[config.mk]
export PLATFORM = sky130hd
export DESIGN_NAME = sdram_init_seq
export DESIGN_NICKNAME = d
export VERILOG_FILES = /design/src/rtl/sdram_init_pkg.sv /design/src/rtl/sdram_init_dctr.sv /design/src/rtl/sdram_init_fsm.sv /design/src/rtl/sdram_init_drive.sv /design/src/rtl/sdram_init_seq.sv
export SDC_FILE = /design/constraint.sdc
export NUM_CORES = 1
export LEC_CHECK = 0
export CAP_MARGIN = 20
export CORE_MARGIN = 2
export CORE_UTILIZATION = 45
export CTS_CLUSTER_DIAMETER = 100
export DETAILED_ROUTE_END_ITERATION = 8
export HOLD_SLACK_MARGIN = 0.05
export PLACE_DENSITY_LB_ADDON = 0.08
export SLEW_MARGIN = 10
export SYNTH_ARGS = -nofsm -noshare
export SYNTH_HDL_FRONTEND = slang
export SYNTH_HIERARCHICAL = 1
export SYNTH_SLANG_ARGS = --single-unit
[constraint.sdc]
create_clock -name clk_i -period 3.3 [get_ports clk_i]
set_input_delay 0.66 -clock clk_i [delete_from_list [all_inputs] [get_ports clk_i]]
set_output_delay 0.66 -clock clk_i [all_outputs]
set_load 0.05 [all_outputs]
[src/rtl/sdram_init_pkg.sv]
package sdram_init_pkg;

  typedef enum logic [2:0] {
    ST_STAB,
    ST_PALL,
    ST_WAIT_RP,
    ST_AREF,
    ST_WAIT_RFC,
    ST_LMR,
    ST_WAIT_RSC,
    ST_DONE
  } init_state_e;

  typedef enum logic [1:0] {
    OP_NOP,
    OP_PALL,
    OP_AREF,
    OP_LMR
  } init_op_e;

  typedef struct packed {
    logic cs_n;
    logic ras_n;
    logic cas_n;
    logic we_n;
  } cmd_pins_t;

  function automatic cmd_pins_t op_to_pins(init_op_e op);
    cmd_pins_t p;
    unique case (op)
      OP_PALL: p = '{cs_n: 1'b0, ras_n: 1'b0, cas_n: 1'b1, we_n: 1'b0};
      OP_AREF: p = '{cs_n: 1'b0, ras_n: 1'b0, cas_n: 1'b0, we_n: 1'b1};
      OP_LMR:  p = '{cs_n: 1'b0, ras_n: 1'b0, cas_n: 1'b0, we_n: 1'b0};
      default: p = '{cs_n: 1'b0, ras_n: 1'b1, cas_n: 1'b1, we_n: 1'b1};
    endcase
    return p;
  endfunction

endpackage

[src/rtl/sdram_init_dctr.sv]
module sdram_init_dctr #(
  parameter int W       = 8,
  parameter int RST_VAL = 0
) (
  input  logic         clk_i,
  input  logic         rst_ni,
  input  logic         load_i,
  input  logic [W-1:0] load_val_i,
  input  logic         dec_i,
  output logic         zero_o
);

  localparam logic [W-1:0] ONE  = W'(1);
  localparam logic [W-1:0] RSTV = W'(RST_VAL);

  logic [W-1:0] cnt_q, cnt_d;
  logic         cnt_en;

  always_comb begin
    cnt_en = load_i | (dec_i & (cnt_q != '0));
    cnt_d  = load_i ? load_val_i : (cnt_q - ONE);
  end

  always_ff @(posedge clk_i or negedge rst_ni) begin
    if (!rst_ni) begin
      cnt_q <= RSTV;
    end else if (cnt_en) begin
      cnt_q <= cnt_d;
    end
  end

  assign zero_o = (cnt_q == '0);

endmodule

[src/rtl/sdram_init_fsm.sv]
module sdram_init_fsm
  import sdram_init_pkg::*;
#(
  parameter int T_STAB = 26600,
  parameter int T_RP   = 3,
  parameter int T_RFC  = 9,
  parameter int T_RSC  = 2,
  parameter int N_REF  = 8
) (
  input  logic     clk_i,
  input  logic     rst_ni,
  output init_op_e op_o,
  output logic     capture_o,
  output logic     done_o
);

  localparam int TSUM = T_STAB + T_RP + T_RFC + T_RSC;
  localparam int DW   = $clog2(TSUM + 1);
  localparam int RW   = $clog2(N_REF + 1);

  localparam logic [DW-1:0] LD_RP  = DW'(T_RP - 2);
  localparam logic [DW-1:0] LD_RFC = DW'(T_RFC - 2);
  localparam logic [DW-1:0] LD_RSC = DW'(T_RSC - 2);
  localparam logic [RW-1:0] LD_REF = RW'(N_REF - 1);

  init_state_e state_q, state_d;

  logic          dly_load, dly_zero;
  logic [DW-1:0] dly_val;
  logic          ref_load, ref_dec, ref_zero;

  sdram_init_dctr #(
    .W       (DW),
    .RST_VAL (T_STAB - 1)
  ) u_dly (
    .clk_i      (clk_i),
    .rst_ni     (rst_ni),
    .load_i     (dly_load),
    .load_val_i (dly_val),
    .dec_i      (1'b1),
    .zero_o     (dly_zero)
  );

  sdram_init_dctr #(
    .W       (RW),
    .RST_VAL (N_REF - 1)
  ) u_refs (
    .clk_i      (clk_i),
    .rst_ni     (rst_ni),
    .load_i     (ref_load),
    .load_val_i (LD_REF),
    .dec_i      (ref_dec),
    .zero_o     (ref_zero)
  );

  always_comb begin
    state_d  = state_q;
    dly_load = 1'b0;
    dly_val  = '0;
    ref_load = 1'b0;
    ref_dec  = 1'b0;
    unique case (state_q)
      ST_STAB:     if (dly_zero) state_d = ST_PALL;
      ST_PALL: begin
        dly_load = 1'b1;
        dly_val  = LD_RP;
        ref_load = 1'b1;
        state_d  = ST_WAIT_RP;
      end
      ST_WAIT_RP:  if (dly_zero) state_d = ST_AREF;
      ST_AREF: begin
        dly_load = 1'b1;
        dly_val  = LD_RFC;
        state_d  = ST_WAIT_RFC;
      end
      ST_WAIT_RFC: begin
        if (dly_zero) begin
          if (ref_zero) begin
            state_d = ST_LMR;
          end else begin
            ref_dec = 1'b1;
            state_d = ST_AREF;
          end
        end
      end
      ST_LMR: begin
        dly_load = 1'b1;
        dly_val  = LD_RSC;
        state_d  = ST_WAIT_RSC;
      end
      ST_WAIT_RSC: if (dly_zero) state_d = ST_DONE;
      default:     state_d = ST_DONE;
    endcase
  end

  always_ff @(posedge clk_i or negedge rst_ni) begin
    if (!rst_ni) begin
      state_q <= ST_STAB;
    end else begin
      state_q <= state_d;
    end
  end

  always_comb begin
    unique case (state_q)
      ST_PALL: op_o = OP_PALL;
      ST_AREF: op_o = OP_AREF;
      ST_LMR:  op_o = OP_LMR;
      default: op_o = OP_NOP;
    endcase
  end

  assign capture_o = (state_q == ST_LMR);
  assign done_o    = (state_q == ST_DONE);

endmodule

[src/rtl/sdram_init_drive.sv]
module sdram_init_drive
  import sdram_init_pkg::*;
#(
  parameter int   ADDR_W    = 13,
  parameter int   BA_W      = 2,
  parameter int   DQM_W     = 8,
  parameter int   AP_BIT    = 10,
  parameter int   CL_LSB    = 4,
  parameter logic REG_LATCH = 1'b0
) (
  input  logic              clk_i,
  input  logic              rst_ni,
  input  init_op_e          op_i,
  input  logic              capture_i,
  input  logic              done_i,
  input  logic [ADDR_W-1:0] mode_i,
  output cmd_pins_t         pins_o,
  output logic [ADDR_W-1:0] addr_o,
  output logic [BA_W-1:0]   ba_o,
  output logic              cke_o,
  output logic [DQM_W-1:0]  dqm_o,
  output logic [3:0]        cas_lat_o,
  output logic              done_o
);

  localparam logic [ADDR_W-1:0] AP_MASK = ADDR_W'(1) << AP_BIT;

  cmd_pins_t         pins_d;
  logic [ADDR_W-1:0] addr_d;
  logic [3:0]        lat_d;

  always_comb begin
    pins_d = op_to_pins(op_i);
    unique case (op_i)
      OP_PALL: addr_d = AP_MASK;
      OP_LMR:  addr_d = mode_i;
      default: addr_d = '0;
    endcase
    lat_d = {1'b0, mode_i[CL_LSB+2:CL_LSB]} + {3'b000, REG_LATCH};
  end

  always_ff @(posedge clk_i or negedge rst_ni) begin
    if (!rst_ni) begin
      pins_o <= op_to_pins(OP_NOP);
      addr_o <= '0;
      ba_o   <= '0;
      cke_o  <= 1'b1;
      dqm_o  <= '1;
      done_o <= 1'b0;
    end else begin
      pins_o <= pins_d;
      addr_o <= addr_d;
      ba_o   <= '0;
      cke_o  <= 1'b1;
      dqm_o  <= done_i ? '0 : '1;
      done_o <= done_i;
    end
  end

  always_ff @(posedge clk_i or negedge rst_ni) begin
    if (!rst_ni) begin
      cas_lat_o <= '0;
    end else if (capture_i) begin
      cas_lat_o <= lat_d;
    end
  end

endmodule

[src/rtl/sdram_init_seq.sv]
module sdram_init_seq
  import sdram_init_pkg::*;
#(
  parameter int   T_STAB    = 26600,
  parameter int   T_RP      = 3,
  parameter int   T_RFC     = 9,
  parameter int   T_RSC     = 2,
  parameter int   N_REF     = 8,
  parameter int   ADDR_W    = 13,
  parameter int   BA_W      = 2,
  parameter int   DQM_W     = 8,
  parameter logic REG_LATCH = 1'b0
) (
  input  logic              clk_i,
  input  logic              rst_ni,
  input  logic [ADDR_W-1:0] mode_i,
  output logic              cs_n_o,
  output logic              ras_n_o,
  output logic              cas_n_o,
  output logic              we_n_o,
  output logic [ADDR_W-1:0] addr_o,
  output logic [BA_W-1:0]   ba_o,
  output logic              cke_o,
  output logic [DQM_W-1:0]  dqm_o,
  output logic [3:0]        cas_lat_o,
  output logic              init_done_o
);

  localparam int AP_BIT = 10;
  localparam int CL_LSB = 4;

  init_op_e  op;
  logic      capture, done_st;
  cmd_pins_t pins;

  sdram_init_fsm #(
    .T_STAB (T_STAB),
    .T_RP   (T_RP),
    .T_RFC  (T_RFC),
    .T_RSC  (T_RSC),
    .N_REF  (N_REF)
  ) u_fsm (
    .clk_i     (clk_i),
    .rst_ni    (rst_ni),
    .op_o      (op),
    .capture_o (capture),
    .done_o    (done_st)
  );

  sdram_init_drive #(
    .ADDR_W    (ADDR_W),
    .BA_W      (BA_W),
    .DQM_W     (DQM_W),
    .AP_BIT    (AP_BIT),
    .CL_LSB    (CL_LSB),
    .REG_LATCH (REG_LATCH)
  ) u_drive (
    .clk_i     (clk_i),
    .rst_ni    (rst_ni),
    .op_i      (op),
    .capture_i (capture),
    .done_i    (done_st),
    .mode_i    (mode_i),
    .pins_o    (pins),
    .addr_o    (addr_o),
    .ba_o      (ba_o),
    .cke_o     (cke_o),
    .dqm_o     (dqm_o),
    .cas_lat_o (cas_lat_o),
    .done_o    (init_done_o)
  );

  assign cs_n_o  = pins.cs_n;
  assign ras_n_o = pins.ras_n;
  assign cas_n_o = pins.cas_n;
  assign we_n_o  = pins.we_n;

endmodule

==> impl_metrics.yaml <==
layout:
  area_growth_pct: 23.7
  final_util_pct: 58.6
  multi_input_comb_area_sq_mm: 0.00104
  final_cell_mix: "clkdlybuf4s50_1, dfrtp_1, conb_1"
  fillers: 461
  layout_commonest_cell: "clkdlybuf4s50_1"
  finalNetCount: 290
  layout-drive-gt1-share_pct: 18.2
  fin_cells: 341
  num_antenna_cells: 0
  regArea_sq_mm: 0.00110
power_and_ir_drop:
  p_leak_nw: 1.26
  powerDensity_mw_per_mm2: 413
  ir_drop_mv: 0.304
  total_power_mw: 1.17
drt:
  top_layer_used: "met4"
  drt-pass1-iter-count: 4
  drt-total-wl_microns: 4350
  vias_per_cell: 5.00
  ant_nets: 0
  routed-via-count: 1705
  wl_met3_microns: 234
  drc_errors: 0
  wl_met1_microns: 1850
  drt_iter0_markers: 87
  wl_met2_microns: 2210
  wl_per_cell_microns: 12.8
timing:
  finalHoldViolCount: 0
  finalSetupViolCount: 0
  rsz0062_at_grt: "no"
  clock_skew_ns: 0.00691
  finalCriticalPeriod_ns: 2.79
  clock.fmax_mhz: 359
  setup-tns-final_ns: 0
  worst_slack_ns: 0.514
  tightest_slew_ns: 0.929
  min_period_over_period_pct: 84.4
  maxSlewViolCount: 0
  slew_headroom_pct: 38.1
die:
  die_area_sq_mm: 0.00566
  start_util_pct: 47.4
  die_h_microns: 75.2
  core-area_sq_mm: 0.00482
  fp-row-count: 25
  die_x_microns: 75.2
  io_pins: 48
setup_path:
  critPathMaxFanout: 9
  crit_arrival_ns: 3.01
  crit_chain: "inv_1, ha_1, nor4b_1, nand4_2, inv_1, nor4b_4, and2_1, inv_1, or4_1, o211ai_2"
  critPathSlowestCell: "or4_1"
  reg2reg_from: "u_fsm/u_dly/cnt_q[0]"
  critPathKind: "reg2reg"
  rr_worst_depth: 10
  max_stage_delay_ns: 0.49
  critPathMostFrequentCell: "inv_1"
  start_kind: "flip-flop"
  end_kind: "flip-flop"
  r2r_end: "u_fsm/u_refs/cnt_q[1]"
  cp.required_ns: 3.53
  r2r_slack_ns: 0.51
cts:
  clockBufferDepth: 2
  htree_num_levels: 2
  clockRootBuffer: "clkbuf_8"
  cts_tree: "built"
  clkTransAtPathRegs_ns: 0.08
  cts-buffers-inserted: 5
  cts_sinks: 43
  insertion_delay_ns: 0.29
  post_cts_resized: 0
  post_cts_buffers: 0
  cts-hold-fix-buffers: 0
synth:
  synth_top_area_share_pct: 27.4
  synth-seq-cells: 43
  ys_seq_area_share_pct: 48.1
  ys.flop_type: "dfrtp_1"
  synth_cell_types: 57
  yosys_warnings: 6
  synthCells: 225
  synthTopCellsByArea: "dfrtp_1, dfstp_2, buf_4"
  synthArstFlopShare_pct: 100
  yosysTopAreaCell: "dfrtp_1"
  synth_area_sq_mm: 0.00228
  syn_area_per_cell_sq_um: 10.1
  synth_enable_flop_cells: 0
place:
  dp_slack_ns: 0.538
  place_congestion: 0.777
  post-place-cells: 333
  io_buffer_count: 42
  dp.final_hpwl_microns: 3080
global_routing:
  track_usage_pct: 17.1
  antenna_found_initial: 0
  grt_pass1_vias: 1628
  grt_max_degree: 44
  globalRouteOverflowTotal: 0
  grt_pass1_wl_microns: 7310
min_path:
  min_path_type: "in2async"
run_status:
  status: "complete, no violations"
flow_run:
  maxCapViolCount: 0
==> area by class of cell <==
cell class                      instances  share of cell area (%)
Tap cell                               67                    2.97
Sequential cell                        43                    38.9
Inverter                               13                    1.73
Timing Repair Buffer                   45                    15.5
Multi-Input combinational cell        165                    36.7
Clock inverter                          2                    1.24
Clock buffer                            6                    2.92
==> power breakdown <==
part | switching (mW) | internal (mW) | leakage, nW
sequential | 0.0364 | 0.567 | 0.527
clock | 0.180 | 0.245 | 0.0612
combinational | 0.0744 | 0.0648 | 0.668
total | 0.291 | 0.876 | 1.26
==> worst max-delay path by stage <==
| stage | start | endpoint | slack [ns] |
|---|---|---|---|
| after floorplan | u_fsm/u_dly/cnt_q[3] | u_fsm/u_refs/cnt_q[1] | 0.71 |
| after global placement | u_fsm/u_dly/cnt_q[0] | u_fsm/u_refs/cnt_q[1] | 0.66 |
| after detailed placement | u_fsm/u_dly/cnt_q[0] | u_fsm/u_refs/cnt_q[1] | 0.54 |
| after CTS | u_fsm/u_dly/cnt_q[0] | u_fsm/u_refs/cnt_q[1] | 0.51 |
| after global routing | u_fsm/u_dly/cnt_q[0] | u_fsm/u_refs/cnt_q[3] | 0.28 |
| final | u_fsm/u_dly/cnt_q[0] | u_fsm/u_refs/cnt_q[1] | 0.51 |
==> kinds of logic after synthesis <==
group / Yosys count / share of synthesized area, %
AOI/OAI and AO/OA: 45 / 13.5
xor gates and xnor gates: 2 / 1.10
adders and majority gates: 2 / 1.10
buffers and inverters: 35 / 9.42
DFF: 43 / 48.1
muxes: 5 / 2.36
other: 4 / 0.657
and+or+nand+nor: 89 / 23.8
==> metal layers <==
metal | track usage [%] | vias up
met1 | 20.3 | 800
met5 | 0 | -
met3 | 5.62 | 8
met2 | 29.3 | 40
met4 | 5.85 | 0
li1 | - | 857
==> per-stage QoR <==
step / instance area, sq um / hold slack [ns]
global placement: 2710 / 0.499
CTS: 2820 / 0.521
global route: 2820 / 0.532
detailed placement: 2710 / 0.500
floorplan: 2350 / 0.364
finish: 2820 / 0.502
==> sequential cells by signal (all words and copies together), names as in the netlist <==
signal and count:
u_fsm/state_q 3, u_fsm/u_refs/cnt_q 4, u_drive/pins_o 3, u_drive/addr_o 13, u_drive/cas_lat_o 3, u_drive/done_o 1, u_fsm/u_dly/cnt_q 15, u_drive/dqm_o 1
==> cell usage after synthesis (all sizes together) (2+ instances only) <==
cell type,instances
nor4,3
dfrtp,25
a21oi,10
o211ai,2
a21o,4
or4,3
or4b,2
or2b,2
a31oi,5
nand3,6
o41ai,2
a31o,2
nor4b,4
or3,3
clkbuf,4
nor3b,2
o21a,2
nand4,4
buf,18
and3,14
o21ai,10
dfstp,18
inv,13
mux2i,2
nand2,13
conb,4
nor3,6
nor2,19
and2,2
mux2,3
nor2b,2
ha,2
==> critical path: cells and delay by family (launching register included) <==
kind	cells	cell delay, ns
AO/OA/AOI/OAI	1	0.09
AND/OR/NAND/NOR	5	1.62
buffers and inverters	3	0.42
flip-flops	1	0.38
adder cells (fa/ha/maj)	1	0.21
No activity file was read; power rests on OpenSTA's default activity.
